--- src/rtl/aud_ctl_pkg.sv ---
package aud_ctl_pkg;

  // Byte offsets of the register window
  localparam int OFS_CTRL  = 'h00;
  localparam int OFS_MODE  = 'h04;
  localparam int OFS_STAT  = 'h08;
  localparam int OFS_SCLR  = 'h0C;
  localparam int OFS_SSET  = 'h10;
  localparam int OFS_IEN   = 'h14;
  localparam int OFS_IDIS  = 'h18;
  localparam int OFS_IMSK  = 'h1C;
  localparam int OFS_RHOLD = 'h20;
  localparam int OFS_THOLD = 'h24;
  localparam int OFS_VER   = 'h28;

  // Command bit positions
  localparam int CB_RX_ON  = 0;
  localparam int CB_RX_OFF = 1;
  localparam int CB_CK_ON  = 2;
  localparam int CB_CK_OFF = 3;
  localparam int CB_TX_ON  = 4;
  localparam int CB_TX_OFF = 5;
  localparam int CB_SRST   = 7;

  // Status bit positions
  localparam int SB_RX_EN  = 0;
  localparam int SB_RX_RDY = 1;
  localparam int SB_RX_OVR = 2;
  localparam int SB_TX_EN  = 4;
  localparam int SB_TX_RDY = 5;
  localparam int SB_TX_UND = 6;
  localparam int SB_RX_CH  = 8;
  localparam int SB_TX_CH  = 20;

  // Next value of an on/off state: the off strobe dominates
  function automatic logic state_next(input logic cur, input logic on, input logic off);
    return off ? 1'b0 : (on ? 1'b1 : cur);
  endfunction

  // Positions of the status word that hold a real bit for nch channels
  function automatic logic [31:0] impl_bits(input int nch);
    logic [31:0] m;
    m = '0;
    m[SB_RX_EN]  = 1'b1;
    m[SB_RX_RDY] = 1'b1;
    m[SB_RX_OVR] = 1'b1;
    m[SB_TX_EN]  = 1'b1;
    m[SB_TX_RDY] = 1'b1;
    m[SB_TX_UND] = 1'b1;
    for (int c = 0; c < nch; c++) begin
      m[SB_RX_CH + c] = 1'b1;
      m[SB_TX_CH + c] = 1'b1;
    end
    return m;
  endfunction

  // Pending interrupt condition
  function automatic logic irq_pending(input logic [31:0] stat, input logic [31:0] mask);
    return |(stat & mask);
  endfunction

endpackage

--- src/rtl/aud_cmd_unit.sv ---
module aud_cmd_unit
  import aud_ctl_pkg::*;
(
  input  logic       clk,
  input  logic       rst_n,
  input  logic       srst,
  input  logic       cmd_we,
  input  logic [5:0] cmd_bits,
  output logic       rx_en,
  output logic       tx_en,
  output logic       ck_en
);

  logic [5:0] c;
  assign c = cmd_we ? cmd_bits : 6'd0;

  always_ff @(posedge clk or negedge rst_n) begin
    if (!rst_n) begin
      rx_en <= 1'b0;
      tx_en <= 1'b0;
      ck_en <= 1'b0;
    end else if (srst) begin
      rx_en <= 1'b0;
      tx_en <= 1'b0;
      ck_en <= 1'b0;
    end else begin
      rx_en <= state_next(rx_en, c[CB_RX_ON], c[CB_RX_OFF]);
      tx_en <= state_next(tx_en, c[CB_TX_ON], c[CB_TX_OFF]);
      ck_en <= state_next(ck_en, c[CB_CK_ON], c[CB_CK_OFF]);
    end
  end

endmodule

--- src/rtl/aud_err_group.sv ---
module aud_err_group #(
  parameter int NCH = 8
) (
  input  logic           clk,
  input  logic           rst_n,
  input  logic           srst,
  input  logic           clr_sum,
  input  logic           set_sum,
  input  logic [NCH-1:0] clr_ch,
  input  logic [NCH-1:0] set_ch,
  input  logic [NCH-1:0] ev_ch,
  output logic           sum,
  output logic [NCH-1:0] ch
);

  logic [NCH-1:0] ch_kill;
  logic [NCH-1:0] ch_make;
  assign ch_kill = clr_ch | {NCH{clr_sum}};
  assign ch_make = set_ch | ev_ch;

  always_ff @(posedge clk or negedge rst_n) begin
    if (!rst_n) begin
      sum <= 1'b0;
      ch  <= '0;
    end else if (srst) begin
      sum <= 1'b0;
      ch  <= '0;
    end else begin
      // setting sources come last so they win over a clear
      sum <= (sum & ~clr_sum) | set_sum | (|ch_make);
      ch  <= (ch & ~ch_kill) | ch_make;
    end
  end

endmodule

--- src/rtl/aud_mask_unit.sv ---
module aud_mask_unit
  import aud_ctl_pkg::*;
#(
  parameter int NCH = 8
) (
  input  logic        clk,
  input  logic        rst_n,
  input  logic        srst,
  input  logic        ien_we,
  input  logic        idis_we,
  input  logic [31:0] wdata,
  output logic [31:0] mask_q
);

  localparam logic [31:0] IMPL = impl_bits(NCH);

  logic [31:0] on_bits;
  logic [31:0] off_bits;
  assign on_bits  = ien_we  ? wdata : 32'd0;
  assign off_bits = idis_we ? wdata : 32'd0;

  always_ff @(posedge clk or negedge rst_n) begin
    if (!rst_n)
      mask_q <= '0;
    else if (srst)
      mask_q <= '0;
    else
      mask_q <= ((mask_q | on_bits) & ~off_bits) & IMPL;
  end

endmodule

--- src/rtl/aud_ctl_regs.sv ---
module aud_ctl_regs
  import aud_ctl_pkg::*;
#(
  parameter int          ADDR_W  = 6,
  parameter int          NCH     = 8,
  parameter logic [31:0] VERSION = 32'h0000_0211
) (
  input  logic              clk,
  input  logic              rst_n,
  input  logic              bus_wr,
  input  logic              bus_rd,
  input  logic [ADDR_W-1:0] bus_addr,
  input  logic [31:0]       bus_wdata,
  output logic [31:0]       bus_rdata,
  input  logic              ev_rx_word,
  input  logic [31:0]       ev_rx_data,
  input  logic [NCH-1:0]    ev_rx_ovr,
  input  logic              ev_tx_take,
  input  logic [NCH-1:0]    ev_tx_und,
  output logic              rx_en,
  output logic              tx_en,
  output logic              ck_en,
  output logic [31:0]       mode_cfg,
  output logic [31:0]       tx_data,
  output logic              irq
);

  localparam logic [ADDR_W-1:0] A_CTRL  = ADDR_W'(OFS_CTRL);
  localparam logic [ADDR_W-1:0] A_MODE  = ADDR_W'(OFS_MODE);
  localparam logic [ADDR_W-1:0] A_STAT  = ADDR_W'(OFS_STAT);
  localparam logic [ADDR_W-1:0] A_SCLR  = ADDR_W'(OFS_SCLR);
  localparam logic [ADDR_W-1:0] A_SSET  = ADDR_W'(OFS_SSET);
  localparam logic [ADDR_W-1:0] A_IEN   = ADDR_W'(OFS_IEN);
  localparam logic [ADDR_W-1:0] A_IDIS  = ADDR_W'(OFS_IDIS);
  localparam logic [ADDR_W-1:0] A_IMSK  = ADDR_W'(OFS_IMSK);
  localparam logic [ADDR_W-1:0] A_RHOLD = ADDR_W'(OFS_RHOLD);
  localparam logic [ADDR_W-1:0] A_THOLD = ADDR_W'(OFS_THOLD);
  localparam logic [ADDR_W-1:0] A_VER   = ADDR_W'(OFS_VER);
  localparam int NGRP = 2;

  // Named decode events
  logic ctrl_we, mode_we, sclr_we, sset_we, ien_we, idis_we, thold_we;
  logic srst_pulse, rx_rd_hit;

  assign ctrl_we    = bus_wr && (bus_addr == A_CTRL);
  assign mode_we    = bus_wr && (bus_addr == A_MODE);
  assign sclr_we    = bus_wr && (bus_addr == A_SCLR);
  assign sset_we    = bus_wr && (bus_addr == A_SSET);
  assign ien_we     = bus_wr && (bus_addr == A_IEN);
  assign idis_we    = bus_wr && (bus_addr == A_IDIS);
  assign thold_we   = bus_wr && (bus_addr == A_THOLD);
  assign srst_pulse = ctrl_we && bus_wdata[CB_SRST];
  assign rx_rd_hit  = bus_rd && (bus_addr == A_RHOLD);

  aud_cmd_unit u_cmd (
    .clk      (clk),
    .rst_n    (rst_n),
    .srst     (srst_pulse),
    .cmd_we   (ctrl_we),
    .cmd_bits (bus_wdata[5:0]),
    .rx_en    (rx_en),
    .tx_en    (tx_en),
    .ck_en    (ck_en)
  );

  // Error groups: 0 = receive overrun, 1 = transmit underrun
  logic [NGRP-1:0] g_sum;
  logic [NCH-1:0]  g_ch [NGRP];
  logic [NCH-1:0]  g_ev [NGRP];
  assign g_ev[0] = ev_rx_ovr;
  assign g_ev[1] = ev_tx_und;

  for (genvar g = 0; g < NGRP; g++) begin : g_err
    localparam int SP = (g == 0) ? SB_RX_OVR : SB_TX_UND;
    localparam int CP = (g == 0) ? SB_RX_CH  : SB_TX_CH;
    aud_err_group #(.NCH(NCH)) u_grp (
      .clk     (clk),
      .rst_n   (rst_n),
      .srst    (srst_pulse),
      .clr_sum (sclr_we && bus_wdata[SP]),
      .set_sum (sset_we && bus_wdata[SP]),
      .clr_ch  (bus_wdata[CP +: NCH] & {NCH{sclr_we}}),
      .set_ch  (bus_wdata[CP +: NCH] & {NCH{sset_we}}),
      .ev_ch   (g_ev[g]),
      .sum     (g_sum[g]),
      .ch      (g_ch[g])
    );
  end

  logic [31:0] irq_mask;
  aud_mask_unit #(.NCH(NCH)) u_mask (
    .clk     (clk),
    .rst_n   (rst_n),
    .srst    (srst_pulse),
    .ien_we  (ien_we),
    .idis_we (idis_we),
    .wdata   (bus_wdata),
    .mask_q  (irq_mask)
  );

  // Ready flags and holding registers
  logic        rx_rdy, tx_rdy;
  logic [31:0] rx_hold;

  always_ff @(posedge clk or negedge rst_n) begin
    if (!rst_n) begin
      rx_rdy   <= 1'b0;
      tx_rdy   <= 1'b0;
      rx_hold  <= '0;
      tx_data  <= '0;
      mode_cfg <= '0;
    end else if (srst_pulse) begin
      rx_rdy   <= 1'b0;
      tx_rdy   <= 1'b0;
      rx_hold  <= '0;
      tx_data  <= '0;
      mode_cfg <= '0;
    end else begin
      if (ev_rx_word)     rx_rdy <= 1'b1;
      else if (rx_rd_hit) rx_rdy <= 1'b0;
      if (ev_tx_take)     tx_rdy <= 1'b1;
      else if (thold_we)  tx_rdy <= 1'b0;
      if (ev_rx_word) rx_hold  <= ev_rx_data;
      if (thold_we)   tx_data  <= bus_wdata;
      if (mode_we)    mode_cfg <= bus_wdata;
    end
  end

  // Status word
  logic [31:0] stat_word;
  always_comb begin
    stat_word = '0;
    stat_word[SB_RX_EN]  = rx_en;
    stat_word[SB_RX_RDY] = rx_rdy;
    stat_word[SB_RX_OVR] = g_sum[0];
    stat_word[SB_TX_EN]  = tx_en;
    stat_word[SB_TX_RDY] = tx_rdy;
    stat_word[SB_TX_UND] = g_sum[1];
    stat_word[SB_RX_CH +: NCH] = g_ch[0];
    stat_word[SB_TX_CH +: NCH] = g_ch[1];
  end

  assign irq = irq_pending(stat_word, irq_mask);

  // Read mux
  logic [31:0] rd_sel;
  always_comb begin
    case (bus_addr)
      A_MODE:  rd_sel = mode_cfg;
      A_STAT:  rd_sel = stat_word;
      A_IMSK:  rd_sel = irq_mask;
      A_RHOLD: rd_sel = rx_hold;
      A_VER:   rd_sel = VERSION;
      default: rd_sel = 32'd0;
    endcase
  end
  assign bus_rdata = bus_rd ? rd_sel : 32'd0;

endmodule

--- config.mk ---
export PLATFORM = sky130hd
export DESIGN_NAME = aud_ctl_regs
export DESIGN_NICKNAME = d
export VERILOG_FILES = /design/src/rtl/aud_ctl_pkg.sv /design/src/rtl/aud_cmd_unit.sv /design/src/rtl/aud_err_group.sv /design/src/rtl/aud_mask_unit.sv /design/src/rtl/aud_ctl_regs.sv
export SDC_FILE = /design/constraint.sdc
export NUM_CORES = 1
export LEC_CHECK = 0
export BUFFER_PORTS_ARGS = -buffer_cell sky130_fd_sc_hd__buf_2
export CORE_MARGIN = 1.5
export CORE_UTILIZATION = 57
export DETAILED_ROUTE_END_ITERATION = 16
export PLACE_DENSITY = 0.94
export SYNTH_ARGS = -nofsm -noshare
export SYNTH_HDL_FRONTEND = slang
export SYNTH_HIERARCHICAL = 1
export SYNTH_SLANG_ARGS = --single-unit
--- constraint.sdc ---
create_clock -name clk -period 5 [get_ports clk]
set_input_delay 0.5 -clock clk [delete_from_list [all_inputs] [get_ports clk]]
set_output_delay 0.5 -clock clk [all_outputs]
set_load 0.01 [all_outputs]
# After elaboration in Yosys (flattened, before gate mapping)
# Index checks and enable logic that the tools add are counted.
# classes
eq_ne	10
n_mux	31
n_bitwise	26
n_reduce_logical	25
# ops
operator	count
32-bit 2-to-1 mux	7
32-bit case mux with 5 select lines	1
28-bit 2-to-1 mux	3
28-bit AND	2
8-bit AND	6
8-bit OR	6
32-bit OR reduction	1
28-bit NOT	1
28-bit OR	1
6-bit by 5-bit == test with 1-bit output (second input constant)	4
6-bit == test (second input constant)	3
1-bit 2-to-1 mux	17
8-bit 2-to-1 mux	2
8-bit NOT	2
8-bit OR reduction	2
3-bit nonzero test	5
1-bit logical AND	13
6-bit by 4-bit == test with 1-bit output (second input constant)	2
6-bit by 3-bit == test with 1-bit output (second input constant)	1
6-bit logical NOT	1
6-bit 2-to-1 mux	1
2-bit nonzero test	3
1-bit OR	4
1-bit AND	2
1-bit NOT	2
# word_totals
reg_bits	147
input_bits	92
out_inout_bits	100
wordCells	105

# Depth between registers and ports, before layout
# Gate-level depths: netlist of run 1.
# logic_depth
depth_word	8
ltp_mapped	9
depth_no_buf	7

# Hierarchy
# Netlist of run 1, hierarchy kept.
# modules_own_cells
mod	instances	cells_per_inst	area_per_inst_um2	seq_area_each_um2
aud_ctl_regs	1	616	5291.3	2452.4
aud_mask_unit	1	83	1052.3	550.5
aud_err_group	2	43	420.4	225.2
aud_cmd_unit	1	9	112.6	75.1

# Worst setup path after synthesis of run 1
# No wires, ideal clock.
# synth_path
path_kind	input port to flip-flop
startpoint	in bus_addr[5]
endpoint	reg g_err[0].u_grp.sum
setup_time_ns	0.143
arrival_ns	2.323
required_time_ns	4.857
slack_ns	2.535
path_stages	9
n_path_buf	2
path_cell_list	buf_1 nor2_1 nand2_1 nor3_1 and2_1 clkbuf_1 clkinv_1 a2111oi_4 a41oi_1
# synth_via
elab_chain_cells	8
word_cells_on_any_way	17
classes_between	2 x eq/ne; 1 x mux; 6 x bitwise; 8 x reduce/logical
# synth_lines
item	line	source
start, declared	aud_ctl_regs.sv:12	input logic [ADDR_W-1:0] bus_addr,
parallel branches: the longest is 7 deep, another holds 8-bit AND	--	
1-bit 2-to-1 mux *	aud_err_group.sv:25	end else if (srst) begin
end signal, assigned	aud_err_group.sv:30	sum <= (sum & ~clr_sum) | set_sum | (|ch_make);
end, declared	aud_err_group.sv:12	output logic sum,
# Every way passes the cells marked *.
# A chain may end at the register's enable or synchronous reset.

# Final worst setup path of run 1
# layout_path
startpoint	in bus_addr[4]
endpoint	out bus_rdata[9]
# layout_via
elab_chain_cells	3
word_cells_on_any_way	7
classes_between	5 x eq/ne; 2 x mux
# layout_lines
item	line	source
6-bit == test, or another cell as far along	aud_ctl_regs.sv:148	case (bus_addr)
32-bit case mux with 5 select lines *	aud_ctl_regs.sv:148	
32-bit 2-to-1 mux *	aud_ctl_regs.sv:157	assign bus_rdata = bus_rd ? rd_sel : 32'd0;
end, declared	aud_ctl_regs.sv:14	output logic [31:0] bus_rdata,
# Mark *: on every way between the ends. The rest lies on a longest branch, timed or not.

==> results of run 1 <==
## cells in the final DEF (no fill, tap or decap), types with 2 or more instances in the layout
| cell | synthesis | routed |
|---|---|---|
| sky130_fd_sc_hd__o21ai_0 | 5 | 5 |
| sky130_fd_sc_hd__nand2b_1 | 2 | 2 |
| sky130_fd_sc_hd__a41oi_1 | 2 | 2 |
| sky130_fd_sc_hd__clkinv_1 | 2 | 2 |
| sky130_fd_sc_hd__buf_4 | 13 | 12 |
| sky130_fd_sc_hd__a22oi_1 | 35 | 35 |
| sky130_fd_sc_hd__or4_4 | 2 | 2 |
| sky130_fd_sc_hd__a21oi_1 | 115 | 115 |
| sky130_fd_sc_hd__clkinvlp_4 | 0 | 3 |
| sky130_fd_sc_hd__a211oi_2 | 20 | 20 |
| sky130_fd_sc_hd__nand3_1 | 2 | 2 |
| sky130_fd_sc_hd__nand2_1 | 156 | 156 |
| sky130_fd_sc_hd__mux2i_1 | 32 | 32 |
| sky130_fd_sc_hd__clkinv_2 | 0 | 5 |
| sky130_fd_sc_hd__inv_1 | 2 | 2 |
| sky130_fd_sc_hd__buf_2 | 11 | 190 |
| sky130_fd_sc_hd__nor4_1 | 3 | 2 |
| sky130_fd_sc_hd__a22o_1 | 36 | 36 |
| sky130_fd_sc_hd__a2111oi_4 | 2 | 2 |
| sky130_fd_sc_hd__and4_1 | 2 | 2 |
| sky130_fd_sc_hd__and2_1 | 36 | 36 |
| sky130_fd_sc_hd__dfrtp_1 | 141 | 141 |
| sky130_fd_sc_hd__clkbuf_8 | 0 | 5 |
| sky130_fd_sc_hd__nor2b_2 | 0 | 2 |
| sky130_fd_sc_hd__conb_1 | 1 | 10 |
| sky130_fd_sc_hd__clkbuf_16 | 0 | 17 |
| sky130_fd_sc_hd__nor3_2 | 2 | 2 |
| sky130_fd_sc_hd__nor3_4 | 1 | 2 |
| sky130_fd_sc_hd__a211oi_1 | 17 | 17 |
| sky130_fd_sc_hd__nor2_1 | 82 | 80 |
| sky130_fd_sc_hd__or4_1 | 2 | 2 |
| sky130_fd_sc_hd__a221oi_1 | 4 | 4 |
| sky130_fd_sc_hd__nand4_1 | 2 | 2 |
## through the flow
stage	cell area (sq um)	hold slack [ns]
finish	8850	0.151
global route	8850	0.245
detailed placement	8270	0.512
CTS	8850	0.214
global placement	8270	0.504
floorplan	7330	0.204
## registers in the layout (all words and copies together), names as in the netlist
register / cells
u_cmd/rx_en: 1
g_err.u_grp/ch: 16
u_mask/mask_q: 22
g_err.u_grp/sum: 2
u_cmd/tx_en: 1
mode_cfg: 32
tx_data: 32
tx_rdy: 1
u_cmd/ck_en: 1
rx_hold: 32
rx_rdy: 1
## worst paths after layout
check	from	end	cells after the start
max	bus_addr[4]	bus_rdata[9]	6
min	rst_n	rx_hold[23]	1
max reg2reg	g_err[1].u_grp/sum	g_err[1].u_grp/sum	2
min reg2reg	tx_data[22]	tx_data[22]	2
max in group asynchronous	rst_n	tx_data[16]	2
min in group clk	bus_wdata[3]	u_cmd/ck_en	2
## cell families after synthesis
| kind of cell | synth area share |
|---|---|
| simple gates | 0.184 |
| compound gates | 0.232 |
| flops | 0.484 |
| buf+inv | 0.0544 |
| mux | 0.0439 |
| xor+xnor | 0.00120 |
| other cells | 0.000514 |
## metal layers
layer	wire, um	share of wire
met5	0	0
met4	1120	0.048
met3	2600	0.11
met2	10900	0.47
met1	8650	0.37
## worst register-to-register path: stages (launching register included)
cell and delay (ns):
sky130_fd_sc_hd__dfrtp_1 0.47, sky130_fd_sc_hd__a2111oi_4 0.38, sky130_fd_sc_hd__a41oi_1 0.15
## cell type report
class / count / area (sq um) / area share
clock buffer: 22 / 494 / 0.0558
inverter: 4 / 15.0 / 0.00170
timing repair buffer: 204 / 1070 / 0.121
multi-input combinational: 585 / 3440 / 0.389
tap: 172 / 215 / 0.0243
clock inverter: 10 / 86.3 / 0.00976
sequential: 141 / 3530 / 0.399
## power breakdown
group	total, W	internal, W	switching [W]
registers	0.00137	0.00126	0.000106
clock network	0.00123	0.000746	0.000487
logic	0.000443	0.000188	0.000255
==> parameters.txt, run 1 <==
Parameter                              Value

Status
  Outcome ... completed

Floorplanning
  Num rows ... 41
  Ports placed on the boundary ... about 190
  Die extent in y ... 116 um
  Full die area ... ~13000 sq um
  Initial Util ... 0.581
  Horizontal die dimension ... ~120 um
  Core Region ... 12600 sq um

Routing
  Post-DR wirelength/cell ... slightly above 20 um
  Detailed Routing Iterations Pass 1 ... 7
  DRT antenna net count ... 0
  Number of violations reported at the end of detailed-routing iteration 0 ... approximately 880
  DRC violation count after routing ... 0
  Final wirelength ... roughly 23000 um
  Number of vias per cell ... between 6 and 7
  Total number of vias ... 7135

Synthesis
  Fraction of the yosys area taken by sequential cells ... 0.484
  Top cells by count, synth ... sky130_fd_sc_hd__nand2_1, sky130_fd_sc_hd__dfrtp_1, sky130_fd_sc_hd__a21oi_1, sky130_fd_sc_hd__nor2_1, sky130_fd_sc_hd__clkbuf_1
  Asr flop ratio synth ... 1.00
  Number of warnings printed during yosys synthesis ... 6
  Flop and latch count out of synthesis ... 141
  Syn Inst Count ... 794
  Cell with the most instances after synthesis ... sky130_fd_sc_hd__nand2_1
  Main area contributors after synthesis ... sky130_fd_sc_hd__dfrtp_1, sky130_fd_sc_hd__nand2_1, sky130_fd_sc_hd__a21oi_1
  Average cell area after synthesis ... about 9.2 sq um
  Area share of the largest cell type after synthesis ... 0.484
  Post-synthesis instance area ... between 7000 and 8000 sq um
  Number of distinct library cells after synthesis ... 43
  Post-synth EDFFs ... 0
  Dominant cell type by area after synthesis ... sky130_fd_sc_hd__dfrtp_1
  Most instantiated flip-flop cell in the synthesis netlist ... sky130_fd_sc_hd__dfrtp_1

Clock network
  CTS sink cnt ... roughly 140
  Total clock buffers created by CTS ... 17
  Total setup buffers inserted after CTS ... 0
  Clock buffer depth ... 2
  Clock root buffer master ... sky130_fd_sc_hd__clkbuf_16
  CTS tree ... built
  Insertion delay of the later-clocked pin in the worst-skew pair ... 0.42 ns
  Number of gates resized after CTS ... 0
  Number of buffers inserted by hold repair at cts ... 0
  Maximum level of the CTS H-tree ... 4
  Clk pin slew, worst setup/hold paths ... roughly 0.06 ns

Power and ir drop
  Reported leakage power ... 4.09 nW
  Power Density ... between 300 and 400 nW/um^2
  Post-layout total power ... a little over 0.003 W
  Maximum vdd ir drop ... 0.245 mV

Place
  Worst-case setup slack after placement ... 1.90 ns
  Total half-perimeter wirelength after legalization and detailed placement ... between 15000 and 20000 um
  Number of port buffers ... approximately 190
  Final weighted congestion of routability-driven global placement ... slightly above 0.9
  Placed Cells incl. Taps ... ~1100

GRT
  Global routing usage on met3 ... 0.0856
  Wire length of the first global-routing pass ... 35900 um
  Antenna violations before repair ... 0
  GRT overflow ... 0
  Largest net degree at the start of global routing ... around 100
  Met2 demand-to-capacity share in global routing ... 0.560
  Met1 Usage GRT ... 0.462
  Vias in the first global route ... 6690
  All-layer global routing usage ... 0.356
  Top Usage Layer GRT ... met2

Finish
  Post-layout utilization of the core ... 0.704
  # nets final ... between 1000 and 1500
  Layout cells sized above 1 ... 0.281
  Final standard cell count with taps included and fillers excluded ... approximately 1100
  Diode count ... 0
  Total of fill cells in the finished design ... about 1000
  Area Overhead vs Synth ... 21.3%

Worst hold path
  Worst min-delay path class ... input pin to asynchronous set/reset pin

Critical path
  Number of buffer and inverter instances along the worst setup path ... 2
  Kind of end point of the critical path ... output pin
  Setup slack of the worst register-to-register path ... just under 4 ns
  Cells along the critical path ... buf_2 > nor2b_1 > and4_1 > a22oi_1 > a21oi_1 > buf_2
  Kind of launch point of the worst setup path ... input pin
  Cell family with the largest share of critical-path delay ... simple AND/OR/NAND/NOR gates
  CP Data Arrival Time ... between 2 and 3 ns
  Critical Setup Path Class ... input pin to output pin
  Worst-path cell with the longest stage delay ... sky130_fd_sc_hd__and4_1
  Required time at the endpoint of the critical path ... roughly 4.5 ns
  Maximum cell stage delay along the critical path ... 1.10 ns
  Largest fanout on the critical path ... 32
  CP dominant cell by count ... sky130_fd_sc_hd__buf_2

Timing
  Number of max-slew violations in the final report ... 0
  Total negative slack for setup checks ... 0 ns
  # setup viols final ... 0
  Fin. Hold Viols ... 0
  Post-route minimum period ... 3.19 ns
  Smallest setup slack after layout ... between 1.5 and 2 ns
  Final worst-path cycle share ... 0.639
  Max Clk Rate ... 313 MHz
  Worst clock skew on the final layout ... 0 ns
  Unrepaired setup endpoints after global routing ... no
  Relative slew slack ... 0.129
  Slew at the pin closest to its max-slew limit ... around 1.3 ns

Run
  # Max-Cap Violations ... 0
Note: power is estimated with default switching activity, not from simulation.
==> run 2, diff against run 1 <==
CORE_UTILIZATION = 48   (was 57)
PLACE_DENSITY = 0.86   (was 0.94)
clock period = 2.6 ns   (was 5 ns; I/O delays follow)
==> run 2 against run 1 <==
Routed wire length increased by 2.8%. Final area increased by 1.8%. Critical path depth increased by 1. Largest cell class unchanged. Critical path type unchanged. Sequential power increased by 92%. Sequential share of layout area decreased by 0.71 points. Largest power group unchanged. Clock skew unchanged.
==> parameters.txt, run 2 (synthesis results as in run 1) <==
Parameter                              Value

Routing
  Post-DR wirelength/cell ... 20.6 um (was 20.5 um)
  Number of violations reported at the end of detailed-routing iteration 0 ... 820 (was 875)
  Final wirelength ... 24000 um (was 23300 um)
  Number of vias per cell ... 6.02 (was 6.27)
  DRC violation count after routing ... 0 (unchanged)
  Detailed Routing Iterations Pass 1 ... 5 (was 7)
  Total number of vias ... 7016 (was 7135)
  DRT antenna net count ... 0 (unchanged)

Worst hold path
  Worst min-delay path class ... input pin to register (was input pin to asynchronous set/reset pin)
  Hold path start ... bus_wdata[3]
  Worst Hold Path EP ... u_cmd/ck_en
  Hold Crit Depth ... 2

Critical path
  Kind of end point of the critical path ... output pin (unchanged)
  Kind of launch point of the worst setup path ... input pin (unchanged)
  Largest fanout on the critical path ... 13 (was 32)
  Setup slack of the worst register-to-register path ... 1.42 ns (was 3.86 ns)
  Required time at the endpoint of the critical path ... 2.34 ns (was 4.50 ns)
  CP dominant cell by count ... sky130_fd_sc_hd__buf_2 (unchanged)
  Cells along the critical path ... buf_2 > or4b_1 > nor3_4 > buf_4 > a22oi_1 > a21oi_1 > buf_2 (was buf_2 > nor2b_1 > and4_1 > a22oi_1 > a21oi_1 > buf_2)
  Startpoint of the lowest-slack register-to-register path ... g_err[1].u_grp/sum (unchanged)
  Worst-path cell with the longest stage delay ... sky130_fd_sc_hd__or4b_1 (was sky130_fd_sc_hd__and4_1)
  CP Data Arrival Time ... 2.12 ns (was 2.69 ns)
  Critical Setup Path Class ... input pin to output pin (unchanged)
  Maximum cell stage delay along the critical path ... 0.59 ns (was 1.10 ns)
  Worst flop-to-flop path endpoint ... g_err[1].u_grp/sum (unchanged)
  Worst setup path start ... bus_addr[2] (was bus_addr[4])
  Number of cells on the worst reg-to-reg path ... 2 (unchanged)

Timing
  Total negative slack for setup checks ... 0 ns (unchanged)
  Final worst-path cycle share ... 0.914
  Slew at the pin closest to its max-slew limit ... 0.637 ns (was 1.31 ns)
  # setup viols final ... 0 (unchanged)
  Worst clock skew on the final layout ... 0 ns (unchanged)
  Smallest setup slack after layout ... 0.223 ns (was 1.81 ns)
  Unrepaired setup endpoints after global routing ... no (unchanged)
  Hold slack final ... 0.0558 ns (was 0.151 ns)
  Post-route minimum period ... ~2.4 ns
  Fin. Hold Viols ... 0 (unchanged)
  Max Clk Rate ... about 420 MHz
  Number of max-slew violations in the final report ... 0 (unchanged)
  Relative slew slack ... 0.575 (was 0.129)

Power and ir drop
  Maximum vdd ir drop ... 0.547 mV (was 0.245 mV)
  Combinational power share ... 0.144 (was 0.145)
  Reported leakage power ... 4.19 nW (was 4.09 nW)
  Clk network pwr share ... 0.414 (was 0.405)
  Sequential share of power ... 0.442 (was 0.450)
  Switching Share ... 0.268 (was 0.278)
  Internal power ... 0.00436 W (was 0.00220 W)
  Power Density ... 661 nW/um^2 (was 344 nW/um^2)
  Reported net switching power ... 0.00160 W (was 0.000848 W)

Place
  Placed Cells incl. Taps ... 1132 (was 1106)
  Final weighted congestion of routability-driven global placement ... 0.964 (was 0.933)
  Total half-perimeter wirelength after legalization and detailed placement ... 17000 um (was 15800 um)
  DP Area ... 8400 sq um (was 8270 sq um)
  Worst-case setup slack after placement ... 0.248 ns (was 1.90 ns)
  Number of port buffers ... 191 (unchanged)

Finish
  Layout cells sized above 1 ... 0.287 (was 0.281)
  Most common cell after layout, fill and taps aside ... sky130_fd_sc_hd__buf_2 (unchanged)
  Final standard cell count with taps included and fillers excluded ... 1165 (was 1138)
  # nets final ... 1060 (was 1045)
  Registers with the most flip-flops ... mode_cfg (32), rx_hold (32), tx_data (32) (unchanged)
  Top library cells by usage in the layout, fill and taps aside ... sky130_fd_sc_hd__buf_2, sky130_fd_sc_hd__nand2_1, sky130_fd_sc_hd__dfrtp_1, sky130_fd_sc_hd__a21oi_1, sky130_fd_sc_hd__nor2_1 (unchanged)
  Post-route cell area ... 9010 sq um (was 8850 sq um)
  Total of fill cells in the finished design ... 1234 (was 981)
  Area Overhead vs Synth ... 23.5% (was 21.3%)
  Footprint of the multi-input gates ... 3440 sq um (unchanged)
  Diode count ... 0 (unchanged)
  Area occupied by registers ... 3530 sq um (unchanged)

Clock network
  CTS sink cnt ... 141 (unchanged)
  Maximum level of the CTS H-tree ... 4 (unchanged)
  Total setup buffers inserted after CTS ... 0 (unchanged)
  CTS tree ... built (unchanged)
  Clock buffer depth ... 2 (unchanged)
  Clock root buffer master ... sky130_fd_sc_hd__clkbuf_16 (unchanged)
  Total clock buffers created by CTS ... 17 (unchanged)
  Number of buffers inserted by hold repair at cts ... 1 (was 0)
  Clk pin slew, worst setup/hold paths ... 0.05 ns (was 0.06 ns)
  Insertion delay of the later-clocked pin in the worst-skew pair ... 0.43 ns (was 0.42 ns)
  Number of gates resized after CTS ... 0 (unchanged)

Floorplanning
  Core Region ... 14700 sq um (was 12600 sq um)
  Die extent in y ... 126 um (was 116 um)
  Num rows ... 44 (was 41)
  Ports placed on the boundary ... 192 (unchanged)
  Full die area ... 16000 sq um (was 13500 sq um)
  Horizontal die dimension ... 126 um (was 116 um)
  Initial Util ... 0.496 (was 0.581)

GRT
  GRT overflow ... 0 (unchanged)
  Largest net degree at the start of global routing ... 122 (was 103)
  All-layer global routing usage ... 0.304 (was 0.356)
  Antenna violations before repair ... 0 (unchanged)
  Wire length of the first global-routing pass ... 36700 um (was 35900 um)
  Vias in the first global route ... 6638 (was 6690)

Status
  Outcome ... completed (unchanged)

Run
  # Max-Cap Violations ... 0 (unchanged)
[run 2: changes by cell type in the layout (fill, tap and decap cells not counted), sizes merged]
cell | previous run | this run
buf | 204 | 218
clkbuf | 22 | 26
clkinvlp | 3 | 0
bufinv | 1 | 2
clkinv | 7 | 6
dlygate4sd3 | 0 | 1
inv | 3 | 2
[run 2: how the worst max path moves through the flow]
stage | cells after the start | endpoint | slack [ns]
final | 7 | bus_rdata[15] | 0.22
after global routing | 7 | bus_rdata[15] | 0.16
after CTS | 7 | bus_rdata[15] | 0.24
after detailed placement | 7 | bus_rdata[15] | 0.25
after global placement | 7 | bus_rdata[26] | 0.29
after floorplan | 9 | g_err[0].u_grp/sum | 0.37
[run 2: area by class of cell]
class,count,area share
repair buffers,219,0.133
clock inverters,6,0.00889
clock buffers,26,0.0576
multi-input cells,585,0.382
flip-flops and latches,141,0.392
well taps,184,0.0255
inverters,4,0.00167
[run 2: critical path: cells and delay by family]
family | cells | cell delay [ns]
compound gates | 2 | 0.30
simple gates | 2 | 0.96
buf+inv | 3 | 0.60
[run 2: power by group through the flow]
stage | clock network, W | registers, W | logic [W]
after floorplan | 0 | 0.00266 | 0.000397
after global placement | 0 | 0.00265 | 0.000828
after detailed placement | 0 | 0.00266 | 0.000854
after CTS | 0.00248 | 0.00262 | 0.000860
after global routing | 0.00258 | 0.00265 | 0.000943
final | 0.00247 | 0.00263 | 0.000860
[run 2: metal layers]
layer / GRT usage / part of all wire / vias up
met5: 0 / 0 / -
met4: 0.121 / 0.034 / 0
met3: 0.0957 / 0.11 / 68
met2: 0.474 / 0.46 / 478
met1: 0.397 / 0.39 / 3354
li1: - / - / 3116
[run 2: per-stage QoR]
step           utilization  total power, W
2_1_floorplan            -         0.00306
3_3_place_gp         0.572         0.00348
3_5_place_dp         0.572         0.00351
4_1_cts              0.613         0.00596
5_1_grt              0.613         0.00617
6_report             0.613         0.00596
==> run 3, diff against run 2 <==
clock period = 2.01 ns   (was 2.6 ns; I/O delays follow)
==> run 3 against run 2 <==
Utilization grew 3.1 points. Count of clock-buffer cells in the layout is the same. Non-clock buffer count grew 32. The run now ends with negative setup slack left. Critical path type is now register to output pin. Sequential share of layout area shrank 1.9 points. Combinational power grew 37%. Routed wire length grew 3.3%. Power grew 29%. Final area grew 5.1%. Critical path depth shrank 2.
==> parameters.txt, run 3 (synthesis results as in run 1) <==
Parameter                              Value

Status
  Outcome ... complete, but fails checks (was completed)
  Failing checks ... negative setup slack

Floorplanning
  Full die area ... 16000 sq um (unchanged)
  Initial Util ... 0.496 (unchanged)
  Ports placed on the boundary ... 192 (unchanged)
  Core Region ... 14700 sq um (unchanged)
  Die extent in y ... 126 um (unchanged)
  Horizontal die dimension ... 126 um (unchanged)
  Num rows ... 44 (unchanged)

Clock network
  Clock buffer depth ... 2 (unchanged)
  CTS sink cnt ... 141 (unchanged)
  Insertion delay of the later-clocked pin in the worst-skew pair ... 0.42 ns (was 0.43 ns)
  Clk pin slew, worst setup/hold paths ... 0.06 ns (was 0.05 ns)
  Maximum level of the CTS H-tree ... 4 (unchanged)
  Total clock buffers created by CTS ... 17 (unchanged)
  CTS tree ... built (unchanged)
  Clock root buffer master ... sky130_fd_sc_hd__clkbuf_16 (unchanged)

Finish
  Post-layout utilization of the core ... 0.645 (was 0.613)
  Area Overhead vs Synth ... 29.8% (was 23.5%)
  Total of fill cells in the finished design ... 1186 (was 1234)
  Layout cells sized above 1 ... 0.319 (was 0.287)
  Top library cells by usage in the layout, fill and taps aside ... sky130_fd_sc_hd__buf_2, sky130_fd_sc_hd__nand2_1, sky130_fd_sc_hd__dfrtp_1, sky130_fd_sc_hd__a21oi_1, sky130_fd_sc_hd__nor2_1 (unchanged)
  # nets final ... 1092 (was 1060)
  Most common cell after layout, fill and taps aside ... sky130_fd_sc_hd__buf_2 (unchanged)
  Registers with the most flip-flops ... mode_cfg (32), rx_hold (32), tx_data (32) (unchanged)
  Diode count ... 0 (unchanged)

GRT
  Vias in the first global route ... 7005 (was 6638)
  All-layer global routing usage ... 0.317 (was 0.304)
  Antenna violations before repair ... 1 (was 0)
  Largest net degree at the start of global routing ... 46 (was 122)
  Wire length of the first global-routing pass ... 38800 um (was 36700 um)
  GRT overflow ... 0 (unchanged)

Routing
  Post-DR wirelength/cell ... 20.7 um (was 20.6 um)
  DRC violation count after routing ... 0 (unchanged)
  Final wirelength ... 24700 um (was 24000 um)
  Detailed Routing Iterations Pass 1 ... 5 (unchanged)
  Total number of vias ... 7260 (was 7016)
  Number of vias per cell ... 6.07 (was 6.02)
  Number of violations reported at the end of detailed-routing iteration 0 ... 722 (was 820)
  DRT antenna net count ... 0 (unchanged)

Run
  # Max-Cap Violations ... 0 (unchanged)

Timing
  Fin. Hold Viols ... 0 (unchanged)
  Total negative slack for setup checks ... -0.0338 ns (was 0 ns)
  Relative slew slack ... 0.665 (was 0.575)
  Number of max-slew violations in the final report ... 0 (unchanged)
  Post-route minimum period ... slightly above 2 ns
  Unrepaired setup endpoints after global routing ... yes (was no)
  Worst clock skew on the final layout ... 0 ns (unchanged)
  Slew at the pin closest to its max-slew limit ... 0.503 ns (was 0.637 ns)
  Max Clk Rate ... approximately 490 MHz
  Smallest setup slack after layout ... -0.0338 ns (was 0.223 ns)
  # setup viols final ... 1 (was 0)
  Final worst-path cycle share ... 1.02

Critical path
  Required time at the endpoint of the critical path ... 1.81 ns (was 2.34 ns)
  CP Data Arrival Time ... 1.84 ns (was 2.12 ns)
  Number of logic stages on the critical path including buffering ... 5 (was 7)
  Maximum cell stage delay along the critical path ... 0.42 ns (was 0.59 ns)
  Kind of launch point of the worst setup path ... register (was input pin)
  Worst-path cell with the longest stage delay ... sky130_fd_sc_hd__dfrtp_1 (was sky130_fd_sc_hd__or4b_1)
  Largest fanout on the critical path ... 2 (was 13)
  Cells along the critical path ... a22o_1 > a221oi_2 > and4_1 > nand4_1 > buf_2 (was buf_2 > or4b_1 > nor3_4 > buf_4 > a22oi_1 > a21oi_1 > buf_2)
  Critical Setup Path Class ... register to output pin (was input pin to output pin)
  Number of cells on the worst reg-to-reg path ... 3 (was 2)
  Number of buffer and inverter instances along the worst setup path ... 1 (was 3)
  Cell family with the largest share of critical-path delay ... compound AO/OA/AOI/OAI gates (was simple AND/OR/NAND/NOR gates)
  Kind of end point of the critical path ... output pin (unchanged)

Place
  Worst-case setup slack after placement ... -0.0271 ns (was 0.248 ns)
  Final weighted congestion of routability-driven global placement ... 0.941 (was 0.964)
  Total half-perimeter wirelength after legalization and detailed placement ... 17400 um (was 17000 um)
  Number of port buffers ... 191 (unchanged)

Power and ir drop
  Switching Share ... 0.276 (was 0.268)
  Combinational power share ... 0.154 (was 0.144)
  Reported leakage power ... 4.38 nW (was 4.19 nW)
  Maximum vdd ir drop ... 0.593 mV (was 0.547 mV)
  Reported net switching power ... 0.00212 W (was 0.00160 W)
  Power Density ... 811 nW/um^2 (was 661 nW/um^2)
  Clk network pwr share ... 0.402 (was 0.414)
  Internal power ... 0.00556 W (was 0.00436 W)
  Sequential share of power ... 0.444 (was 0.442)

Worst hold path
  Worst min-delay path class ... input pin to register (unchanged)
  Hold Crit Depth ... 3 (was 2)
run 3: worst reg2reg max path: cells and delay by family (launching register included):
family | cells | cell delay, ns
buf+inv | 1 | 0.16
compound gates | 2 | 0.49
flops | 1 | 0.41
run 3: per-layer routing:
metal / wire length (um) / track usage
met5: 12 / 0
met3: 2380 / 0.0683
met1: 9830 / 0.413
met4: 975 / 0.141
met2: 11500 / 0.513
run 3: power by group through the flow:
stage | sequential [W] | combinational [W] | clock [W]
after floorplan | 0.00344 | 0.000515 | 0
after global placement | 0.00344 | 0.00110 | 0
after detailed placement | 0.00345 | 0.00113 | 0
after CTS | 0.00340 | 0.00118 | 0.00311
after global routing | 0.00343 | 0.00130 | 0.00325
final | 0.00341 | 0.00118 | 0.00309
run 3: path summary, 6_finish.rpt:
| check | to | from | slack, ns |
|---|---|---|---|
| worst max-delay path | irq | g_err[1].u_grp/ch[4] | -0.03 |
| worst min-delay path | rx_hold[1] | ev_rx_data[1] | 0.02 |
| worst max register to register | g_err[0].u_grp/sum | g_err[0].u_grp/sum | 0.81 |
| worst min register to register | tx_data[12] | tx_data[12] | 0.52 |
| max in group asynchronous | rx_rdy | rst_n | 1.16 |
| min in group asynchronous | mode_cfg[25] | rst_n | 0.25 |
run 3: what timing repair did:
action / in CTS / in global routing
pin swaps: 4 / 4
hold endpoints to repair: 35 / 0
endpoints found under the setup margin: 3 / 12
setup buffers: 10 / 1
hold buffers: 2 / 0
gates resized for setup: 8 / 2
run 3: layout make-up:
| cell class | count | area (sq um) | share of cell area |
|---|---|---|---|
| Clock buffer | 26 | 519 | 0.0548 |
| Clock inverter | 5 | 55.1 | 0.00581 |
| Inverter | 4 | 15.0 | 0.00158 |
| Multi-Input combinational cell | 585 | 3480 | 0.367 |
| Sequential cell | 141 | 3530 | 0.373 |
| Tap cell | 184 | 230 | 0.0243 |
| Timing Repair Buffer | 251 | 1640 | 0.173 |
run 3: through the flow:
stage | hold slack, ns | std cells | power (W) | area [sq um]
2_1_floorplan | -0.0946 | 803 | 0.00396 | 7340
3_3_place_gp | 0.129 | 1152 | 0.00454 | 8760
3_5_place_dp | 0.133 | 1152 | 0.00458 | 8760
4_1_cts | 0.0172 | 1195 | 0.00769 | 9460
5_1_grt | 0.0271 | 1196 | 0.00798 | 9470
6_report | 0.0245 | 1196 | 0.00768 | 9470
